--- config.mk ---
export PLATFORM = sky130hd
export DESIGN_NAME = ddr2_bank_tracker
export DESIGN_NICKNAME = d
export VERILOG_FILES = /design/src/rtl/ddr2_chk_pkg.sv /design/src/rtl/ddr2_bank_tracker.sv
export SDC_FILE = /design/constraint.sdc
export NUM_CORES = 1
export LEC_CHECK = 0
export BUFFER_PORTS_ARGS = -buffer_cell sky130_fd_sc_hd__buf_2
export CAP_MARGIN = 20
export CELL_PAD_IN_SITES_DETAIL_PLACEMENT = 1
export CELL_PAD_IN_SITES_GLOBAL_PLACEMENT = 2
export CORE_MARGIN = 5
export CORE_UTILIZATION = 32
export CTS_CLUSTER_SIZE = 28
export DETAILED_ROUTE_END_ITERATION = 6
export PLACE_DENSITY_LB_ADDON = 0.3
export SLEW_MARGIN = 10
export SYNTH_ARGS = -nofsm -noshare
export SYNTH_HDL_FRONTEND = slang
export SYNTH_SLANG_ARGS = --single-unit
--- constraint.sdc ---
create_clock -name clk -period 3.7 [get_ports clk]
set_clock_uncertainty 0.05 [all_clocks]
set_input_delay 0.555 -clock clk [delete_from_list [all_inputs] [get_ports clk]]
set_output_delay 0.555 -clock clk [all_outputs]
set_load 0.01 [all_outputs]
--- src/rtl/ddr2_chk_pkg.sv ---
// Shared types for the DDR2 command checker.
// Assumes: reason codes fit in 3 bits and code 0 means "no violation".
package ddr2_chk_pkg;

    typedef enum logic [2:0] {
        V_NONE     = 3'd0,
        V_RW_IDLE  = 3'd1,
        V_ACT_BUSY = 3'd2,
        V_RCD      = 3'd3,
        V_RAS      = 3'd4,
        V_RP       = 3'd5,
        V_RC       = 3'd6,
        V_RRD      = 3'd7
    } viol_e;

    localparam int NUM_RULES = 7;

    typedef struct packed {
        logic act;
        logic rd;
        logic wr;
        logic pre;
        logic a10;
    } cmd_t;

endpackage

--- src/rtl/ddr2_bank_tracker.sv ---
// One bank's state: open flag, elapsed cycles since the last activate
// and since the last close, and a pending auto-precharge countdown.
// Produces this bank's rule-violation flags for the current command.
// Assumes: cfg_* stable outside reset, cfg_bl >= 1, CNT_W >= 3.
module ddr2_bank_tracker
    import ddr2_chk_pkg::*;
#(
    parameter int CNT_W   = 6,
    parameter int BL_W    = 4,
    parameter int AL_W    = 3,
    parameter int BA_W    = 2,
    parameter int BANK_ID = 0
) (
    input  logic             clk,
    input  logic             rst_n,
    input  cmd_t             cmd,
    input  logic [BA_W-1:0]  ba,
    input  logic [AL_W-1:0]  cfg_al,
    input  logic [BL_W-1:0]  cfg_bl,
    input  logic [CNT_W-1:0] cfg_trcd,
    input  logic [CNT_W-1:0] cfg_tras,
    input  logic [CNT_W-1:0] cfg_trp,
    input  logic [CNT_W-1:0] cfg_trc,
    output logic             open_o,
    output logic [5:0]       err_o     // bit i = reason code i+1
);

    localparam logic [CNT_W-1:0] CNT_MAX = {CNT_W{1'b1}};
    localparam logic [BA_W-1:0]  MY_BANK = BANK_ID[BA_W-1:0];

    logic             open_q;
    logic [CNT_W-1:0] since_act_q;
    logic [CNT_W-1:0] since_pre_q;
    logic             ap_pend_q;
    logic [BL_W-1:0]  ap_cnt_q;

    logic             sel, act_hit, rw_hit, pre_hit;
    logic             pre_close, ap_load, ap_fire, close_evt;
    logic [CNT_W:0]   rcd_sum;

    // Command hits aimed at this bank.
    always_comb begin
        sel     = (ba == MY_BANK);
        act_hit = cmd.act & sel;
        rw_hit  = (cmd.rd | cmd.wr) & sel;
        pre_hit = cmd.pre & (sel | cmd.a10);
    end

    // Derived events: explicit close, auto-precharge arm and fire.
    always_comb begin
        pre_close = pre_hit & open_q;
        ap_load   = rw_hit & open_q & cmd.a10;
        ap_fire   = ap_pend_q & (ap_cnt_q <= BL_W'(1))
                  & ~act_hit & ~pre_close & ~ap_load;
        close_evt = pre_close | ap_fire;
        rcd_sum   = {1'b0, since_act_q} + (CNT_W+1)'(cfg_al);
    end

    // Rule checks against the state before this edge.
    always_comb begin
        err_o    = '0;
        err_o[0] = rw_hit & ~open_q;
        err_o[1] = act_hit & open_q;
        err_o[2] = rw_hit & open_q & (rcd_sum < {1'b0, cfg_trcd});
        err_o[3] = pre_close & (since_act_q < cfg_tras);
        err_o[4] = act_hit & (since_pre_q < cfg_trp);
        err_o[5] = act_hit & (since_act_q < cfg_trc);
    end

    // Open flag follows activate, precharge and auto-precharge close.
    always_ff @(posedge clk) begin
        if (!rst_n)         open_q <= 1'b0;
        else if (act_hit)   open_q <= 1'b1;
        else if (close_evt) open_q <= 1'b0;
    end

    // Cycles since the last activate, saturating.
    always_ff @(posedge clk) begin
        if (!rst_n)                   since_act_q <= CNT_MAX;
        else if (act_hit)             since_act_q <= CNT_W'(1);
        else if (since_act_q != CNT_MAX) since_act_q <= since_act_q + 1'b1;
    end

    // Cycles since the bank last closed, saturating.
    always_ff @(posedge clk) begin
        if (!rst_n)                   since_pre_q <= CNT_MAX;
        else if (close_evt)           since_pre_q <= CNT_W'(1);
        else if (since_pre_q != CNT_MAX) since_pre_q <= since_pre_q + 1'b1;
    end

    // Pending auto-precharge countdown.
    always_ff @(posedge clk) begin
        if (!rst_n) begin
            ap_pend_q <= 1'b0;
            ap_cnt_q  <= '0;
        end else if (act_hit || pre_close || ap_fire) begin
            ap_pend_q <= 1'b0;
        end else if (ap_load) begin
            ap_pend_q <= 1'b1;
            ap_cnt_q  <= cfg_bl;
        end else if (ap_pend_q) begin
            ap_cnt_q  <= ap_cnt_q - 1'b1;
        end
    end

    assign open_o = open_q;

    p_act_opens_r3: assert property (@(posedge clk) disable iff (!rst_n)
        act_hit |=> open_q);
    p_pre_closes_r3: assert property (@(posedge clk) disable iff (!rst_n)
        (cmd.pre && (ba == MY_BANK || cmd.a10)) |=> !open_q);
    p_ap_close_r11: assert property (@(posedge clk) disable iff (!rst_n)
        (ap_pend_q && ap_cnt_q <= BL_W'(1) && !cmd.act && !cmd.rd && !cmd.wr && !cmd.pre)
        |=> !open_q);
    p_no_wrap_r13: assert property (@(posedge clk) disable iff (!rst_n)
        (since_act_q == CNT_MAX && !act_hit) |=> since_act_q == CNT_MAX);
    p_pre_no_wrap_r13: assert property (@(posedge clk) disable iff (!rst_n)
        (since_pre_q == CNT_MAX && !close_evt) |=> since_pre_q == CNT_MAX);

endmodule

==> impl_results.md <==
* Vias in the first global route at 1,480
* Overall die width at 80.86 µm
* Total core area at 0.004786 mm²
* Mean instance size in the synthesized netlist at 8.197 µm²
* Cell count after synthesis at 196
* Sequential fraction of the synthesis area at 22.43%
* Ratio of cells with drive above 1 in the final layout at 23.46%
* Mapped cell area at 0.001607 mm²
* Aggregate negative setup slack at 0 ps
* Total clock sinks at 18
* Number of DRC violations after detailed routing at 0
* Power share of the sequential group at 31.3%
* Largest net degree at the start of global routing at 20
* Drt wl/cell at 12.13 µm
* Max-capacitance violation count at 0
* Quantity of I/O buffers inserted on ports at 46
* Synth cell types at 43
* Die area at 0.006538 mm²
* Endpoint kind of the worst setup timing path: output pin
* Part of the power in combinational logic at 53.6%
* Slew Viols, Final at 0
* Number of routed nets with antenna violations at 0
* Transition at the pin with the smallest max-transition slack at 358.5 ps
* Root Buffer Master: sky130_fd_sc_hd__clkbuf_8
* Worst stage delay on the critical path at 510 ps
* Net switching power of the design at 0.4439 mW
* Worst setup path category: reg -> out
* Area added between synthesis and finish at 22.12%
* Number of nets produced by synthesis at 264
* Worst vdd ir at 0.0003273 V
* Standard cell with the maximum stage delay on the critical path: sky130_fd_sc_hd__dfxtp_1
* Number of flops mapped to enable cells by yosys at 0
* Worst path arrival time at 2480 ps
* Final Cycle Share at 83.27%
* Maximum number of buffers from clock root to sink at 2
* Gates resized, CTS repair at 0
* CTS Buf Count at 3
* Residual overflow from global routing at 0
* Starting density of the core at 33.57%
* Warnings, synthesis at 0
* Share of synthesized registers carrying an async set or reset at 0%
* Number of buffers added to fix hold violations after cts at 0
* Cell Rows at 25
* Setup repair after global routing missed its margin: false
* Clock latency on the worst-skew pair at 260 ps
* Wire length of the first global-routing pass at 6382 µm
* Cell accounting for the most synthesized area: sky130_fd_sc_hd__dfxtp_1
* DP Wirelength at 3148 µm
* CTS tree: yes
* Number of failing hold endpoints at the final stage at 0
* Top-area cell type share of the netlist area at 22.43%
* Final-layout worst hold slack at 458.1 ps
* Dominant cells by area after synthesis: sky130_fd_sc_hd__dfxtp_1 22%, sky130_fd_sc_hd__ha_1 21%, sky130_fd_sc_hd__o21ai_0 6.2%, sky130_fd_sc_hd__inv_1 5.6%, sky130_fd_sc_hd__a21o_1 4.2%
* Iteration-0 DRC count of the detailed router at 32
* Primary FF master, synth: sky130_fd_sc_hd__dfxtp_1
* Final-report setup violation count at 0
* DR pass1 iterations at 4
* Peak Freq at 0.3246 GHz
* Total of flip-flops plus latches after synthesis at 18
* P per Cell Area at 555.2 mW/mm²
* Via total after detailed routing at 1,512
* Switching share of total power at 40.75%
* Routed wire length at 3760 µm
* Number of diodes added for antenna fixing at 0
* Avg Vias per Cell at 4.877
* Worst hold-check path type: reg -> reg
* Maximum fanout encountered on the critical timing path at 7
* Cell Chain, Critical Path: ha_1 -> a21o_1 -> a21oi_1 -> nor2_1 -> xnor2_1 -> ha_1 -> a21oi_1 -> nand4b_1 -> a31oi_1 -> buf_2
* Data required time of the critical path at 3090 ps
* CP Launch Type: register
* Leak Pwr at 1.016 nW
* Run status: complete, no violations
* Placer Congestion at 0.7079
* Count of H-tree levels built during CTS at 1
* Total Nets Final at 312
* Number of antenna violations at the first check in global routing at 0
* Number of setup buffers added after CTS at 0
* Global router's overall resource usage at 12.01%
* Worst relative slew slack at 75.89%
* Share of total power in the clock network at 15.1%
* Cell internal power dissipation at 0.6454 mW
* Minimum clock period at 3081 ps
* Die extent in y at 80.86 µm
* Ports placed on the boundary at 47
* Post-CTS clock slew at the launch and capture registers of the worst setup and hold paths at 80 ps
## through the flow
step / cells / instance area [µm²] / setup WS, ps / power (mW) / utilization, %
finish: 310 / 1962 / 619.2 / 1.089 / 40.99
global route: 310 / 1962 / 376.3 / 1.230 / 40.99
CTS: 310 / 1962 / 553.0 / 1.116 / 40.99
detailed placement: 306 / 1907 / 662.9 / 0.9450 / 39.84
global placement: 306 / 1907 / 710.8 / 0.9256 / 39.84
floorplan: 196 / 1607 / 918.6 / 0.7982 / -
## cells in the mapped netlist (2+ instances only)
master	number
sky130_fd_sc_hd__and3_1	3
sky130_fd_sc_hd__mux2i_1	2
sky130_fd_sc_hd__inv_1	24
sky130_fd_sc_hd__nand3_1	7
sky130_fd_sc_hd__a31oi_1	2
sky130_fd_sc_hd__dfxtp_1	18
sky130_fd_sc_hd__and2_1	2
sky130_fd_sc_hd__a21o_1	9
sky130_fd_sc_hd__o211ai_1	2
sky130_fd_sc_hd__nor3_1	3
sky130_fd_sc_hd__nand2b_1	5
sky130_fd_sc_hd__nand2_1	14
sky130_fd_sc_hd__a211oi_1	2
sky130_fd_sc_hd__nor2_1	11
sky130_fd_sc_hd__clkbuf_2	2
sky130_fd_sc_hd__o21ai_0	20
sky130_fd_sc_hd__a21oi_1	10
sky130_fd_sc_hd__xnor2_1	6
sky130_fd_sc_hd__ha_1	27
sky130_fd_sc_hd__o31ai_1	2
sky130_fd_sc_hd__xor2_1	3
## path summary, 6_finish.rpt
check	start	endpoint	slack, ps	cells after the start
max	since_act_q[1]$_SDFFE_PN1P_	err_o[2]	620	10
min	ap_cnt_q[1]$_SDFFE_PN0P_	ap_cnt_q[1]$_SDFFE_PN0P_	460	2
max reg2reg	ap_cnt_q[0]$_SDFFE_PN0P_	ap_cnt_q[2]$_SDFFE_PN0P_	1860	7
min reg2reg	ap_cnt_q[1]$_SDFFE_PN0P_	ap_cnt_q[1]$_SDFFE_PN0P_	460	2
## state kept, by name (all words and copies together) (netlist names)
name,cells
open_o,1
ap_pend_q,1
since_pre_q,6
ap_cnt_q,4
since_act_q,6
## cell usage in the layout, fill, tap and decap left out, drive strengths merged, types with 5 or more instances in the layout
cell type | netlist | layout
nand2b | 5 | 5
nor2 | 12 | 12
ha | 27 | 27
inv | 24 | 24
dfxtp | 18 | 18
buf | 0 | 46
a21oi | 10 | 10
nand2 | 14 | 14
a21o | 9 | 9
xnor2 | 6 | 6
o21ai | 21 | 21
nand3 | 7 | 7
## area by class of cell
| class | instances | area (µm²) |
|---|---|---|
| Clock buffer | 4 | 55.05 |
| Fill cell | 617 | 2824 |
| Inverter | 24 | 90.09 |
| Multi-Input combinational cell | 151 | 1142 |
| Sequential cell | 18 | 360.3 |
| Tap cell | 67 | 83.83 |
| Timing Repair Buffer | 46 | 230.2 |
## power groups by stage
stage	logic (mW)	clock network, mW	registers (mW)
6_report	0.584	0.164	0.341
3_5_place_dp	0.597	0	0.348
3_3_place_gp	0.577	0	0.348
5_1_grt	0.694	0.179	0.357
2_1_floorplan	0.485	0	0.313
4_1_cts	0.601	0.171	0.344
## per-layer routing
| metal | vias up | share of wire (%) | global-route usage, % |
|---|---|---|---|
| li1 | 792 | - | - |
| met1 | 687 | 45 | 14.74 |
| met2 | 28 | 49 | 21.67 |
| met3 | 5 | 4.5 | 1.885 |
| met4 | 0 | 1.0 | 3.041 |
| met5 | - | 0 | 0 |
## worst max-delay path, delay by kind of cell, from the launching register on
kind                       cells  cell delay (ps)
AOI/OAI and AO/OA              4              650
buffers and inverters          1              150
DFF                            1              510
and+or+nand+nor                2              190
xor gates and xnor gates       1              130
adders and majority gates      2              590
## cells by family (layout without fill, tap and decap cells)
| group | Yosys count | in the layout | synth area share (%) |
|---|---|---|---|
| compound gates | 58 | 58 | 25.16 |
| simple gates | 53 | 53 | 16.82 |
| fa+ha+maj | 28 | 28 | 22.27 |
| buf+inv | 27 | 74 | 6.464 |
| flops | 18 | 18 | 22.43 |
| xor+xnor | 9 | 9 | 4.907 |
| mux | 3 | 3 | 1.947 |
Power figures use the tool's default switching activity.
